$ cat src/rtl/rmi_pkg.sv
package rmi_pkg;

    localparam int WORD_W = 16;

    // Flag bit positions cleared on delivery
    localparam int TF_BIT = 8;
    localparam int IF_BIT = 9;
    localparam int RF_BIT = 16;
    localparam int AC_BIT = 18;

    typedef enum logic [3:0] {
        ST_IDLE,
        ST_PUSH_FL,
        ST_PUSH_CS,
        ST_PUSH_IP,
        ST_RD_IP,
        ST_RD_CS,
        ST_LOAD_CS,
        ST_FINISH,
        ST_FAULT
    } state_t;

endpackage

$ cat src/rtl/rmi_limit_chk.sv
module rmi_limit_chk #(
    parameter int VEC_W = 8,
    parameter int LIM_W = 16
) (
    input  logic [VEC_W-1:0] vector,
    input  logic [LIM_W-1:0] limit,
    output logic [VEC_W+1:0] index,
    output logic             over,
    output logic [VEC_W+1:0] code
);
    localparam int IDX_W = VEC_W + 2;
    localparam int CW    = ((IDX_W > LIM_W) ? IDX_W : LIM_W) + 1;

    logic [CW-1:0] last_byte;

    always_comb begin
        index     = {vector, 2'b00};
        last_byte = CW'(index) + CW'(3);
        over      = last_byte > CW'(limit);
        // low two bits of index are zero, so the add cannot carry out
        code      = index + IDX_W'(2);
    end
endmodule

$ cat src/rtl/rmi_flag_mask.sv
module rmi_flag_mask #(
    parameter int                FLAG_W   = 32,
    parameter logic [FLAG_W-1:0] CLR_MASK = '0
) (
    input  logic [FLAG_W-1:0] flags_in,
    output logic [FLAG_W-1:0] flags_out
);
    for (genvar i = 0; i < FLAG_W; i++) begin : g_bit
        if (CLR_MASK[i]) begin : g_clr
            assign flags_out[i] = 1'b0;
        end else begin : g_keep
            assign flags_out[i] = flags_in[i];
        end
    end
endmodule

$ cat src/rtl/rmi_addr_gen.sv
module rmi_addr_gen #(
    parameter int ADDR_W = 32,
    parameter int IDX_W  = 10
) (
    input  logic [15:0]       seg_ss,
    input  logic [15:0]       sp_next,
    input  logic [ADDR_W-1:0] tbl_base,
    input  logic [IDX_W-1:0]  tbl_index,
    input  logic              tbl_hi,
    output logic [ADDR_W-1:0] stack_addr,
    output logic [ADDR_W-1:0] table_addr
);
    always_comb begin
        stack_addr = ADDR_W'({seg_ss, 4'h0}) + ADDR_W'(sp_next);
        table_addr = tbl_base + ADDR_W'(tbl_index) + (tbl_hi ? ADDR_W'(2) : ADDR_W'(0));
    end
endmodule

$ cat src/rtl/rmi_dispatch.sv
module rmi_dispatch #(
    parameter int ADDR_W = 32,
    parameter int VEC_W  = 8,
    parameter int LIM_W  = 16,
    parameter int FLAG_W = 32,
    parameter int COST   = 20,
    parameter int COST_W = 8
) (
    input  logic              clk,
    input  logic              rst_n,
    input  logic              start,
    input  logic [VEC_W-1:0]  vector,
    input  logic              ext_irq,
    input  logic              halted,
    input  logic [ADDR_W-1:0] tbl_base,
    input  logic [LIM_W-1:0]  tbl_limit,
    input  logic [FLAG_W-1:0] cur_flags,
    input  logic [15:0]       cur_cs,
    input  logic [15:0]       cur_ip,
    input  logic [15:0]       cur_ss,
    input  logic [15:0]       cur_sp,
    output logic              mem_req,
    output logic              mem_we,
    output logic [ADDR_W-1:0] mem_addr,
    output logic [15:0]       mem_wdata,
    input  logic              mem_ack,
    input  logic [15:0]       mem_rdata,
    output logic              halt_clear,
    output logic              cs_load,
    output logic [15:0]       new_cs,
    output logic [ADDR_W-1:0] new_cs_base,
    output logic              done,
    output logic [15:0]       new_ip,
    output logic [15:0]       new_sp,
    output logic [FLAG_W-1:0] new_flags,
    output logic              trap_cancel,
    output logic [COST_W-1:0] charge,
    output logic              fault,
    output logic [VEC_W+1:0]  fault_code
);
    import rmi_pkg::*;

    localparam int IDX_W = VEC_W + 2;
    localparam logic [FLAG_W-1:0] CLR_MASK =
        (FLAG_W'(1) << TF_BIT) | (FLAG_W'(1) << IF_BIT) |
        (FLAG_W'(1) << RF_BIT) | (FLAG_W'(1) << AC_BIT);

    typedef struct packed {
        state_t            state;
        logic [IDX_W-1:0]  idx;
        logic [ADDR_W-1:0] base;
        logic [FLAG_W-1:0] flags;
        logic [15:0]       cs;
        logic [15:0]       ip;
        logic [15:0]       ss;
        logic [15:0]       sp;
        logic [15:0]       hnd_ip;
        logic [15:0]       hnd_cs;
        logic              halt_clr;
        logic [IDX_W-1:0]  fcode;
    } regs_t;

    localparam regs_t RST_VAL = '{state: ST_IDLE, default: '0};

    regs_t r_q, r_d;

    // Sub-block wiring
    logic [IDX_W-1:0]  chk_index;
    logic              chk_over;
    logic [IDX_W-1:0]  chk_code;
    logic [15:0]       sp_dec;
    logic              tbl_hi;
    logic              use_tbl;
    logic [ADDR_W-1:0] stack_addr;
    logic [ADDR_W-1:0] table_addr;

    rmi_limit_chk #(
        .VEC_W (VEC_W),
        .LIM_W (LIM_W)
    ) u_limit (
        .vector (vector),
        .limit  (tbl_limit),
        .index  (chk_index),
        .over   (chk_over),
        .code   (chk_code)
    );

    rmi_addr_gen #(
        .ADDR_W (ADDR_W),
        .IDX_W  (IDX_W)
    ) u_addr (
        .seg_ss     (r_q.ss),
        .sp_next    (sp_dec),
        .tbl_base   (r_q.base),
        .tbl_index  (r_q.idx),
        .tbl_hi     (tbl_hi),
        .stack_addr (stack_addr),
        .table_addr (table_addr)
    );

    rmi_flag_mask #(
        .FLAG_W   (FLAG_W),
        .CLR_MASK (CLR_MASK)
    ) u_mask (
        .flags_in  (r_q.flags),
        .flags_out (new_flags)
    );

    assign sp_dec = r_q.sp - 16'd2;

    always_comb begin
        r_d        = r_q;
        r_d.halt_clr = 1'b0;
        mem_req    = 1'b0;
        mem_we     = 1'b0;
        mem_wdata  = '0;
        tbl_hi     = 1'b0;
        use_tbl    = 1'b0;

        case (r_q.state)
            ST_IDLE: begin
                if (start) begin
                    r_d.idx = chk_index;
                    if (chk_over) begin
                        r_d.fcode = chk_code;
                        r_d.state = ST_FAULT;
                    end else begin
                        r_d.base     = tbl_base;
                        r_d.flags    = cur_flags;
                        r_d.cs       = cur_cs;
                        r_d.ss       = cur_ss;
                        r_d.sp       = cur_sp;
                        r_d.halt_clr = ext_irq & halted;
                        r_d.ip       = cur_ip + ((ext_irq & halted) ? 16'd1 : 16'd0);
                        r_d.state    = ST_PUSH_FL;
                    end
                end
            end
            ST_PUSH_FL: begin
                mem_req   = 1'b1;
                mem_we    = 1'b1;
                mem_wdata = r_q.flags[15:0];
                if (mem_ack) begin
                    r_d.sp    = sp_dec;
                    r_d.state = ST_PUSH_CS;
                end
            end
            ST_PUSH_CS: begin
                mem_req   = 1'b1;
                mem_we    = 1'b1;
                mem_wdata = r_q.cs;
                if (mem_ack) begin
                    r_d.sp    = sp_dec;
                    r_d.state = ST_PUSH_IP;
                end
            end
            ST_PUSH_IP: begin
                mem_req   = 1'b1;
                mem_we    = 1'b1;
                mem_wdata = r_q.ip;
                if (mem_ack) begin
                    r_d.sp    = sp_dec;
                    r_d.state = ST_RD_IP;
                end
            end
            ST_RD_IP: begin
                mem_req = 1'b1;
                use_tbl = 1'b1;
                if (mem_ack) begin
                    r_d.hnd_ip = mem_rdata;
                    r_d.state  = ST_RD_CS;
                end
            end
            ST_RD_CS: begin
                mem_req = 1'b1;
                use_tbl = 1'b1;
                tbl_hi  = 1'b1;
                if (mem_ack) begin
                    r_d.hnd_cs = mem_rdata;
                    r_d.state  = ST_LOAD_CS;
                end
            end
            ST_LOAD_CS: r_d.state = ST_FINISH;
            ST_FINISH:  r_d.state = ST_IDLE;
            ST_FAULT:   r_d.state = ST_IDLE;
            default:    r_d.state = ST_IDLE;
        endcase

        mem_addr = use_tbl ? table_addr : stack_addr;
    end

    always_ff @(posedge clk or negedge rst_n) begin
        if (!rst_n) begin
            r_q <= RST_VAL;
        end else begin
            r_q <= r_d;
        end
    end

    assign halt_clear  = r_q.halt_clr;
    assign cs_load     = (r_q.state == ST_LOAD_CS);
    assign new_cs      = r_q.hnd_cs;
    assign new_cs_base = ADDR_W'({r_q.hnd_cs, 4'h0});
    assign done        = (r_q.state == ST_FINISH);
    assign trap_cancel = done;
    assign new_ip      = r_q.hnd_ip;
    assign new_sp      = r_q.sp;
    assign charge      = done ? COST_W'(COST) : '0;
    assign fault       = (r_q.state == ST_FAULT);
    assign fault_code  = r_q.fcode;

endmodule

$ cat config.mk
export PLATFORM = sky130hd
export DESIGN_NAME = rmi_dispatch
export DESIGN_NICKNAME = d
export VERILOG_FILES = /design/src/rtl/rmi_pkg.sv /design/src/rtl/rmi_limit_chk.sv /design/src/rtl/rmi_flag_mask.sv /design/src/rtl/rmi_addr_gen.sv /design/src/rtl/rmi_dispatch.sv
export SDC_FILE = /design/constraint.sdc
export NUM_CORES = 1
export LEC_CHECK = 0
export BUFFER_PORTS_ARGS = -buffer_cell sky130_fd_sc_hd__buf_2
export CORE_UTILIZATION = 40
export CTS_CLUSTER_DIAMETER = 200
export DETAILED_ROUTE_END_ITERATION = 10
export PLACE_DENSITY = 0.66
export SLEW_MARGIN = 0
export SYNTH_ARGS = -nofsm -noshare
export SYNTH_HDL_FRONTEND = slang
export SYNTH_SLANG_ARGS = --single-unit
$ cat constraint.sdc
create_clock -name clk -period 3.8 [get_ports clk]
set_input_delay 0.76 -clock clk [delete_from_list [all_inputs] [get_ports clk]]
set_output_delay 0.76 -clock clk [all_outputs]
set_load 0.02 [all_outputs]
# ---- Yosys cells after proc, flatten, opt, wreduce, memory -nomap -nowiden
# Index checks and enable logic that the tools add are counted.
dict set report totals {
  in_bits 174
  ff_bits 183
  word_cells 74
}
dict set report classes {
  n_reduce_logical 12
  n_mux 24
  n_lt_le_gt_ge 1
  bitwise 2
  eq_ne 16
  n_addsub 7
}
# operator count
set op_table {}
lappend op_table {{142-bit 2-to-1 mux} 1}
lappend op_table {{128-bit 2-to-1 mux} 1}
lappend op_table {{16-bit one-hot mux with 3 select lines} 1}
lappend op_table {{32-bit by 10-bit adder with 32-bit output} 1}
lappend op_table {{32-bit adder} 1}
lappend op_table {{32-bit 2-to-1 mux} 1}
lappend op_table {{16-bit one-hot mux with 2 select lines} 1}
lappend op_table {{4-bit one-hot mux with 7 select lines} 1}
lappend op_table {{4-bit 2-to-1 mux} 6}
lappend op_table {{11-bit 2-to-1 mux} 2}
lappend op_table {{20-bit by 16-bit adder with 21-bit output} 1}
lappend op_table {{17-bit by 16-bit greater-than comparator with 1-bit output} 1}
lappend op_table {{16-bit by 1-bit adder with 16-bit output} 1}
lappend op_table {{4-bit by 3-bit equality test with 1-bit output (second input constant)} 4}
lappend op_table {{16-bit 2-to-1 mux} 1}
lappend op_table {{16-bit by 2-bit subtractor with 16-bit output (second input constant)} 1}
lappend op_table {{2-bit != test (second input constant)} 7}
lappend op_table {{10-bit by 2-bit adder with 11-bit output (second input constant)} 1}
lappend op_table {{10-bit by 2-bit adder with 10-bit output (second input constant)} 1}
lappend op_table {{10-bit 2-to-1 mux} 1}
lappend op_table {{4-bit by 2-bit equality test with 1-bit output (second input constant)} 2}
lappend op_table {{1-bit 2-to-1 mux} 6}
lappend op_table {{2-bit AND reduction} 3}
lappend op_table {{3-bit AND reduction} 2}
lappend op_table {{14 further kinds} 14}

# ---- Longest topological paths before layout
# Gate-level depths: netlist of the first run.
dict set report logic_depth {
  word_depth 6
  mapped_depth 13
}

# ---- Cells and area by module
# A second synthesis of the first run with hierarchy kept.
dict set report unflattened {
  cells_unflattened 1365
  hier_area_um2 12051.6
}
# module cells_each instances area_each_um2
set by_module_without_submodules {}
lappend by_module_without_submodules {rmi_dispatch 994 1 9384.0}
lappend by_module_without_submodules {rmi_addr_gen 286 1 2042.0}
lappend by_module_without_submodules {rmi_limit_chk 52 1 381.6}
lappend by_module_without_submodules {rmi_flag_mask 33 1 244.0}

# ---- Least setup slack after synthesis of the first run
# Ideal clock, no wire load.
dict set report synth_path {
  path_type {register to output}
  startpoint {register r_q[183] (netlist name)}
  endpoint {output port mem_addr[31]}
  required_ns 3.040
  path_buffers 2
  stages_incl_launch_ff 14
  setup_slack_ns -0.012
  arrival_ns 3.052
  path_cell_list {dfrtp_1 buf_4 and2b_1 nor2b_1 buf_4 and2_1 ha_1 fa_1 a21oi_1 o22ai_1 o31ai_4 nor3_1 a21o_1 a21oi_1}
}
dict set report synth_via {
  elab_chain_cells 5
}
# item line_no
set synth_rtl {}
lappend synth_rtl {{start, declared} rmi_dispatch.sv:65} ;# regs_t r_q, r_d;
lappend synth_rtl {{start signal, assigned} rmi_dispatch.sv:196} ;# r_q <= r_d;
lappend synth_rtl {{4-bit by 3-bit equality test with 1-bit output} rmi_dispatch.sv:120} ;# case (r_q.state)
lappend synth_rtl {{1-bit 2-to-1 mux} rmi_dispatch.sv:120}
lappend synth_rtl {{2-bit 2-to-1 mux} rmi_addr_gen.sv:15} ;# table_addr = tbl_base + ADDR_W'(tbl_index) + (tbl_hi ? ADDR_W'(2) : ADDR_W'(0));
lappend synth_rtl {{32-bit adder} rmi_addr_gen.sv:15}
lappend synth_rtl {{32-bit 2-to-1 mux *} rmi_dispatch.sv:189} ;# mem_addr = use_tbl ? table_addr : stack_addr;
lappend synth_rtl {{end, declared} rmi_dispatch.sv:24} ;# output logic [ADDR_W-1:0] mem_addr,
# Mark *: on every way between the ends. The rest lies on a longest branch, timed or not.

# ---- Worst setup path in the final report of the first run
dict set report layout_path {
  startpoint {register r_q, in the netlist new_sp[2]}
  endpoint {output port mem_addr[18]}
}
dict set report layout_via {
  elab_chain_cells 3
}
# item line_no
set layout_rtl {}
lappend layout_rtl {{16-bit by 2-bit subtractor with 16-bit output} rmi_dispatch.sv:109} ;# assign sp_dec = r_q.sp - 16'd2;
lappend layout_rtl {{20-bit by 16-bit adder with 21-bit output} rmi_addr_gen.sv:14} ;# stack_addr = ADDR_W'({seg_ss, 4'h0}) + ADDR_W'(sp_next);
lappend layout_rtl {{32-bit 2-to-1 mux} rmi_dispatch.sv:189}
# No other way between the ends.

==> flow_summary_export.csv, run 1 <==
group,metric,value,unit
status,run_status,"finished with violations",
status,violations,"negative setup slack",
timing,fin_skew,0.0192,ns
critical_path,reg2regPathDepth,31,
logic_synthesis,ys.flop_type,"dfrtp_1",
floorplan,die_w,167,um
clocking,clk_pin_slew,0.08,ns
critical_path,path_class,"flop to output port",
route,drt_pass1_iterations,5,
floorplan,die_h,167,um
timing,relSlewSlack,0.238,
clocking,numCtsBuffers,17,
clocking,htree_levels,4,
floorplan,rows,60,
floorplan,core,26900,sq um
logic_synthesis,syn_inst,1249,
placement,dp_hpwl,22.2,mm
logic_synthesis,syn-cell-area,10900,sq um
grt,globalRouteMet1Util,0.287,
final_layout,insertedDiodeCount,0,
floorplan,ios,359,
logic_synthesis,synth-edff-count,0,
critical_path,cp-end-kind,"output port",
route,ant_nets,0,
placement,portBuffers,329,
logic_synthesis,yosys.area.top_type,"dfrtp_1",
min_path,min_path_type,"input pin to asynchronous set/reset pin",
logic_synthesis,synth.area.top_cells,"dfrtp_1, nand2_1, buf_4, mux2_2, ha_1",
critical_path,critical_path_buf_inv_count,3,
clocking,cts_buffer_depth,2,
flow_run,cap_viol_max_count,0,
power,ir_drop,0.000517,V
placement,routabilityCongestion,0.890,
clocking,insertion_delay,0.44,ns
critical_path,timing.rr.start,"new_sp[2]$_DFFE_PN0P_",
critical_path,critical-path-top-delay-family,"compound AO/OA/AOI/OAI gates",
timing,fin_crit_sh,1.09,
route,vias,9561,
timing,max_freq,0.242,GHz
critical_path,slowest_stage,"dfrtp_2",
floorplan,die_area,28000,sq um
grt,grt_use_met3,0.0489,
clocking,cts_tree,"built",
logic_synthesis,ys_seq_area_frac,0.412,
route,via_per_inst,5.03,
route,wl_per_cell,16.6,um
critical_path,path_cells,"inv_2 > ha_4 > nor2b_4 > buf_6 > nand2_4 > nor3_4 > xor2_2 > ha_4 > o211ai_1 > a211oi_2 > o211ai_1 > a21oi_2 > xnor2_1 > mux2i_1 > buf_4",
logic_synthesis,yosysMostFrequentCell,"nand2_1",
power,power.density,952,nW/um^2
clocking,clockRootBuffer,"clkbuf_16",
final_layout,drive_above_1_share,0.406,
logic_synthesis,syn_avg_cell_area,8.75,sq um
timing,finalSetupTns,-3.37,ns
final_layout,final-seq-area,4510,sq um
floorplan,start_util,0.407,
logic_synthesis,synth_top_cells_by_count,"nand2_1, dfrtp_1, buf_4, nor2_1, mux2_2",
final_layout,fillers,2516,
timing,slew_viol_final,0,
grt,overflow,0,
clocking,cts.sinks,180,
grt,grt_max_degree,74,
critical_path,startpoint_type,"flop",
grt,grt_pass1_wl,49.5,mm
final_layout,syn_to_final_growth,28.7,%
critical_path,r2r-end,"new_sp[2]$_DFFE_PN0P_",
logic_synthesis,synth_cell_types,65,
timing,worst_slew_pin_slew,1.14,ns
timing,timing.hold.ws,0.320,ns
grt,grt_usage,0.224,
logic_synthesis,yosysWarnings,0,
grt,antenna_found_initial,2,
grt,globalRouteMet2Util,0.372,
critical_path,rrSetupSlack,-0.30,ns
timing,finalHoldViolations,0,
final_layout,nNetsFinal,1755,
route,drc,0,
power,p_leak,7.18,nW
critical_path,cp.required,3.04,ns
final_layout,multi_input_area,5800,sq um
logic_synthesis,ys_async_sr_fraction,1.00,
logic_synthesis,synth_seq_cells,180,
route,totalWireLength,31.6,mm
critical_path,max_stage_delay,0.45,ns
critical_path,worstPathArrival,3.36,ns
grt,grt.busiest_layer,"met2",
critical_path,crit_fanout,4,
timing,setup_slack,-0.324,ns
timing,fin_crit,4.12,ns
route,drtIter0Drc,562,
timing,rsz0062_at_grt,"yes",
grt,grt_pass1_vias,9367,
logic_synthesis,yosysTopAreaCellShare,0.412,
clocking,cts_hold_buf,0,
timing,setup_violations,19,
worst reg2reg max path, delay by kind of cell, from the launching register on:
kind | cells | cell delay, ns
AOI/OAI and AO/OA | 1 | 0.11
DFF | 1 | 0.43
buffers and inverters | 30 | 3.47
routing by layer:
metal | wire [um] | vias up
li1 | - | 4612
met1 | 13600 | 4543
met2 | 15200 | 340
met3 | 1830 | 62
met4 | 929 | 4
met5 | 26 | -
registers in the layout (all words and copies together) (netlist names):
name and count:
r_q 122, fault_code 9, new_sp 16, new_cs 16
new_ip 16, halt_clear 1
final cells by class:
type	instances	share of cell area
repair buffers	437	0.187
well taps	341	0.0303
inverters	28	0.00747
clock buffers	17	0.0302
clock inverters	15	0.0117
multi-input cells	882	0.413
flip-flops and latches	180	0.320
per-stage QoR:
step	util	power [mW]	worst slack (ns)	area [sq um]	cells
4_1_cts	0.512	13.0	-0.286	13800	1891
3_5_place_dp	0.460	10.2	-0.0415	12400	1817
6_report	0.523	13.4	-0.324	14100	1900
3_3_place_gp	0.460	10.1	0.00271	12400	1817
2_1_floorplan	-	8.44	0.00901	11000	1275
5_1_grt	0.523	14.2	-0.507	14100	1900
cells by family after synthesis:
group | Yosys count | share of synthesized area
and+or+nand+nor | 527 | 0.206
buffers and inverters | 213 | 0.123
DFF | 180 | 0.412
AOI/OAI and AO/OA | 157 | 0.0933
muxes | 71 | 0.0722
xor gates and xnor gates | 65 | 0.0521
adders and majority gates | 35 | 0.0414
other | 1 | 0.000343
layout by cell type (no fill, tap or decap), types with 4 or more instances in the layout:
cell and n:
a211oi_1 5, a21o_1 6, a21oi_1 23, a21oi_2 15, a22oi_1 23, a31oi_1 4, and3_1 4, buf_12 4
buf_2 308, buf_4 107, buf_6 17, clkbuf_16 17, clkinv_4 4, conb_1 27, dfrtp_1 178, ha_1 25
ha_4 5, inv_1 24, inv_2 4, inv_8 5, mux2_2 63, mux2i_1 8, nand2_1 345, nand2_2 4
nand2b_1 4, nand3_1 33, nand4_1 8, nor2_1 64, nor3_1 9, nor3_4 6, o211ai_1 7, o21ai_0 31
xnor2_1 39, xnor2_2 6, xor2_1 15
power breakdown:
part           total (mW)  internal [mW]  switching, mW
Combinational        8.16           3.45           4.71
Sequential           3.45           2.76          0.693
Clock                1.78          0.886          0.892
repair_timing:
action	in CTS	in global routing
gates resized for setup	108	49
cloned	1	0
setup endpoints to repair	20	25
setup buffers	41	11
pin swaps	47	41
how the worst max path moves through the flow:
stage                                from      endpoint  cells after the start
global route        new_sp[2]$_DFFE_PN0P_  mem_addr[18]                     15
finish              new_sp[2]$_DFFE_PN0P_  mem_addr[18]                     15
global placement    new_sp[1]$_DFFE_PN0P_  mem_addr[20]                     15
floorplan            r_q[183]$_DFFE_PN0P_  mem_addr[17]                     13
CTS                 new_sp[2]$_DFFE_PN0P_  mem_addr[18]                     15
detailed placement  new_sp[1]$_DFFE_PN0P_  mem_addr[20]                     15
Power figures use the tool's default switching activity.
==> run 2, diff against run 1 <==
--- a/config.mk
+++ b/config.mk
@@ -5,11 +5,12 @@
 export SDC_FILE = /design/constraint.sdc
 export NUM_CORES = 1
 export LEC_CHECK = 0
+export ABC_AREA = 1
 export BUFFER_PORTS_ARGS = -buffer_cell sky130_fd_sc_hd__buf_2
 export CORE_UTILIZATION = 40
 export CTS_CLUSTER_DIAMETER = 200
 export DETAILED_ROUTE_END_ITERATION = 10
-export PLACE_DENSITY = 0.66
+export PLACE_DENSITY = 0.62
 export SLEW_MARGIN = 0
 export SYNTH_ARGS = -nofsm -noshare
 export SYNTH_HDL_FRONTEND = slang
==> run 2 against run 1 <==
Effect of this change: the run now ends clean; clock power is essentially flat; power decreased by 8.8%; cell count increased by 17%; sequential cell count unchanged; combinational power down 15%; largest cell class unchanged; highest routed layer is now met4; core utilization decreased by 3.0 points; synthesized area up 4.4%.
==> flow_summary_export.csv, run 2 <==
group,metric,value,unit
clocking,insertion_delay,0.44,ns
grt,grt_max_degree,102,
floorplan,die_h,171,um
power,ir_drop,0.000374,V
logic_synthesis,ys_seq_area_frac,0.395,
critical_path,startpoint_type,"flop",
logic_synthesis,synth_cell_types,41,
route,totalWireLength,33.8,mm
critical_path,path_cells,"inv_1 > ha_4 > nand2_4 > nor2_4 > nand2_1 > xor2_1 > inv_2 > ha_4 > nand2_2 > nor2_2 > nand4_1 > nand3_2 > nand2_2 > nand3_1 > nand2_1 > buf_6",
logic_synthesis,yosysMostFrequentCell,"nand2_1",
route,drt_pass1_iterations,5,
critical_path,slowest_stage,"dfrtp_2",
timing,rsz0062_at_grt,"yes",
timing,timing.hold.ws,0.286,ns
route,ant_nets,0,
critical_path,reg2regPathDepth,10,
timing,worst_slew_pin_slew,0.950,ns
grt,grt_pass1_wl,52.7,mm
grt,grt.busiest_layer,"met2",
critical_path,r2r-end,"r_q[60]$_DFFE_PN0P_",
logic_synthesis,synth_top_cells_by_count,"nand2_1, dfrtp_1, buf_4, inv_1, nand3_1",
logic_synthesis,ys.flop_type,"dfrtp_1",
flow_run,cap_viol_max_count,0,
final_layout,nNetsFinal,2050,
logic_synthesis,synth_compound_area_frac,0.0554,
logic_synthesis,synth-simple-area-share,0.335,
grt,globalRouteMet2Util,0.399,
timing,relSlewSlack,0.365,
min_path,min_path_type,"input pin to asynchronous set/reset pin",
clocking,clockRootBuffer,"clkbuf_16",
route,drtIter0Drc,656,
power,power.density,887,nW/um^2
logic_synthesis,ys_async_sr_fraction,1.00,
placement,portBuffers,329,
power,p_leak,7.72,nW
placement,routabilityCongestion,0.927,
floorplan,start_util,0.409,
route,via_per_inst,4.77,
placement,place_ws,0.183,ns
timing,finalSetupTns,0,ns
logic_synthesis,syn_inst,1596,
critical_path,path_class,"flop to output port",
placement,placed_cells,2174,
floorplan,die_w,171,um
grt,globalRouteMet1Util,0.290,
timing,finalHoldViolations,0,
critical_path,max_stage_delay,0.44,ns
timing,setup_slack,0.137,ns
logic_synthesis,yosysTopAreaCellShare,0.395,
final_layout,largest_reg_flops,122,
logic_synthesis,synth-edff-count,0,
floorplan,die_area,29200,sq um
final_layout,syn_to_final_growth,20.6,%
grt,antenna_found_initial,1,
grt,grt_usage,0.233,
placement,dp_hpwl,25.2,mm
timing,max_freq,0.273,GHz
logic_synthesis,synth.area.top_cells,"dfrtp_1, nand2_1, buf_4, nand3_1, inv_1",
final_layout,largest_register,"r_q",
grt,overflow,0,
route,drc,0,
logic_synthesis,synthAdderAreaFrac,0.0397,
critical_path,worstPathArrival,2.90,ns
critical_path,rrSetupSlack,1.60,ns
logic_synthesis,synthMuxAreaShare,0,
final_layout,final_common_cell,"nand2_1",
timing,setup_violations,0,
clocking,cts_tree,"built",
final_layout,stdcell_count,2231,
final_layout,layout_common_cells,"nand2_1, buf_2, dfrtp_1",
floorplan,rows,61,
critical_path,cp-end-kind,"output port",
critical_path,crit_fanout,5,
clocking,cts_buffer_depth,2,
logic_synthesis,yosys.area.top_type,"dfrtp_1",
timing,fin_crit,3.66,ns
timing,fin_skew,0.0112,ns
logic_synthesis,synth_top_family_by_area,"simple AND/OR/NAND/NOR gates",
critical_path,cp.required,3.04,ns
clocking,numCtsBuffers,17,
timing,fin_crit_sh,0.964,
critical_path,timing.rr.start,"r_q[182]$_DFFE_PN0P_",
logic_synthesis,syn-cell-area,11400,sq um
route,wl_per_cell,15.1,um
floorplan,core,27900,sq um
floorplan,ios,359,
final_layout,insertedDiodeCount,0,
critical_path,critical_path_buf_inv_count,3,
clocking,clk_pin_slew,0.07,ns
grt,grt_use_met3,0.0615,
critical_path,critical-path-top-delay-family,"simple AND/OR/NAND/NOR gates",
clocking,cts.sinks,180,
logic_synthesis,syn_avg_cell_area,7.15,sq um
logic_synthesis,yosysWarnings,0,
logic_synthesis,synth_seq_cells,180,
status,run_status,"completed",
route,vias,10600,
final_layout,drive_above_1_share,0.281,
timing,slew_viol_final,0,
logic_synthesis,synth_xor_area_frac,0.0246,
grt,grt_pass1_vias,10000,
clocking,htree_levels,4,
-- run 2: changes by cell type in the layout (fill, tap and decap cells not counted), moves of 33 or more --
cell,before,now
inv_1,24,105
buf_4,107,40
nand3_1,33,91
nand2_1,345,656
xnor2_1,39,6
o21ai_0,31,76
mux2_2,63,0
-- run 2: cells by family (layout without fill, tap and decap cells) --
logic type	Yosys count	count (layout)
DFF	180	180
other	1	27
and+or+nand+nor	934	934
AOI/OAI and AO/OA	121	121
buffers and inverters	293	524
xor gates and xnor gates	32	32
adders and majority gates	35	35
-- run 2: power by group --
group / switching [mW] / internal (mW)
clock: 0.886 / 0.891
combinational: 4.44 / 2.54
sequential: 0.733 / 2.73
-- run 2: what timing repair did --
| item | 4_1_cts | 5_1_grt |
|---|---|---|
| gates cloned | 0 | 0 |
| setup buffers | 6 | 20 |
| setup endpoints to repair | 16 | 21 |
| hold endpoints to repair | 0 | 0 |
| hold buffers | 0 | 0 |
| gates resized for setup | 34 | 86 |
| pin swaps | 6 | 36 |
-- run 2: layout make-up --
cell class	count	area, sq um
repair buffers	372	2070
inverters	121	458
flip-flops and latches	180	4520
clock buffers	18	439
well taps	378	473
multi-input cells	1149	5670
fillers	2897	14200
clock inverters	13	136
-- run 2: how the worst max path moves through the flow --
| stage | from | endpoint | slack (ns) | depth (start not counted) |
|---|---|---|---|---|
| after floorplan | new_sp[3]$_DFFE_PN0P_ | mem_addr[20] | 0.41 | 10 |
| after global placement | new_sp[1]$_DFFE_PN0P_ | mem_addr[18] | 0.23 | 17 |
| after detailed placement | new_sp[1]$_DFFE_PN0P_ | mem_addr[18] | 0.18 | 17 |
| after CTS | new_sp[6]$_DFFE_PN0P_ | mem_addr[18] | -0.01 | 16 |
| after global routing | new_sp[8]$_DFFE_PN0P_ | mem_addr[19] | -0.09 | 16 |
| final | new_sp[1]$_DFFE_PN0P_ | mem_addr[16] | 0.14 | 16 |
-- run 2: per-stage QoR --
| stage | util | cell area [sq um] | power, mW |
|---|---|---|---|
| 6_report | 0.493 | 13800 | 12.2 |
| 5_1_grt | 0.493 | 13800 | 13.2 |
| 4_1_cts | 0.477 | 13300 | 11.7 |
| 3_5_place_dp | 0.450 | 12600 | 9.60 |
| 3_3_place_gp | 0.450 | 12600 | 9.52 |
| 2_1_floorplan | - | 11500 | 8.07 |
-- run 2: metal layers --
metal  wire length (um)  up-vias
li1                   -     5342
met1              14300     4918
met2              16600      341
met3               2460       31
met4                507        0
met5                  0        -
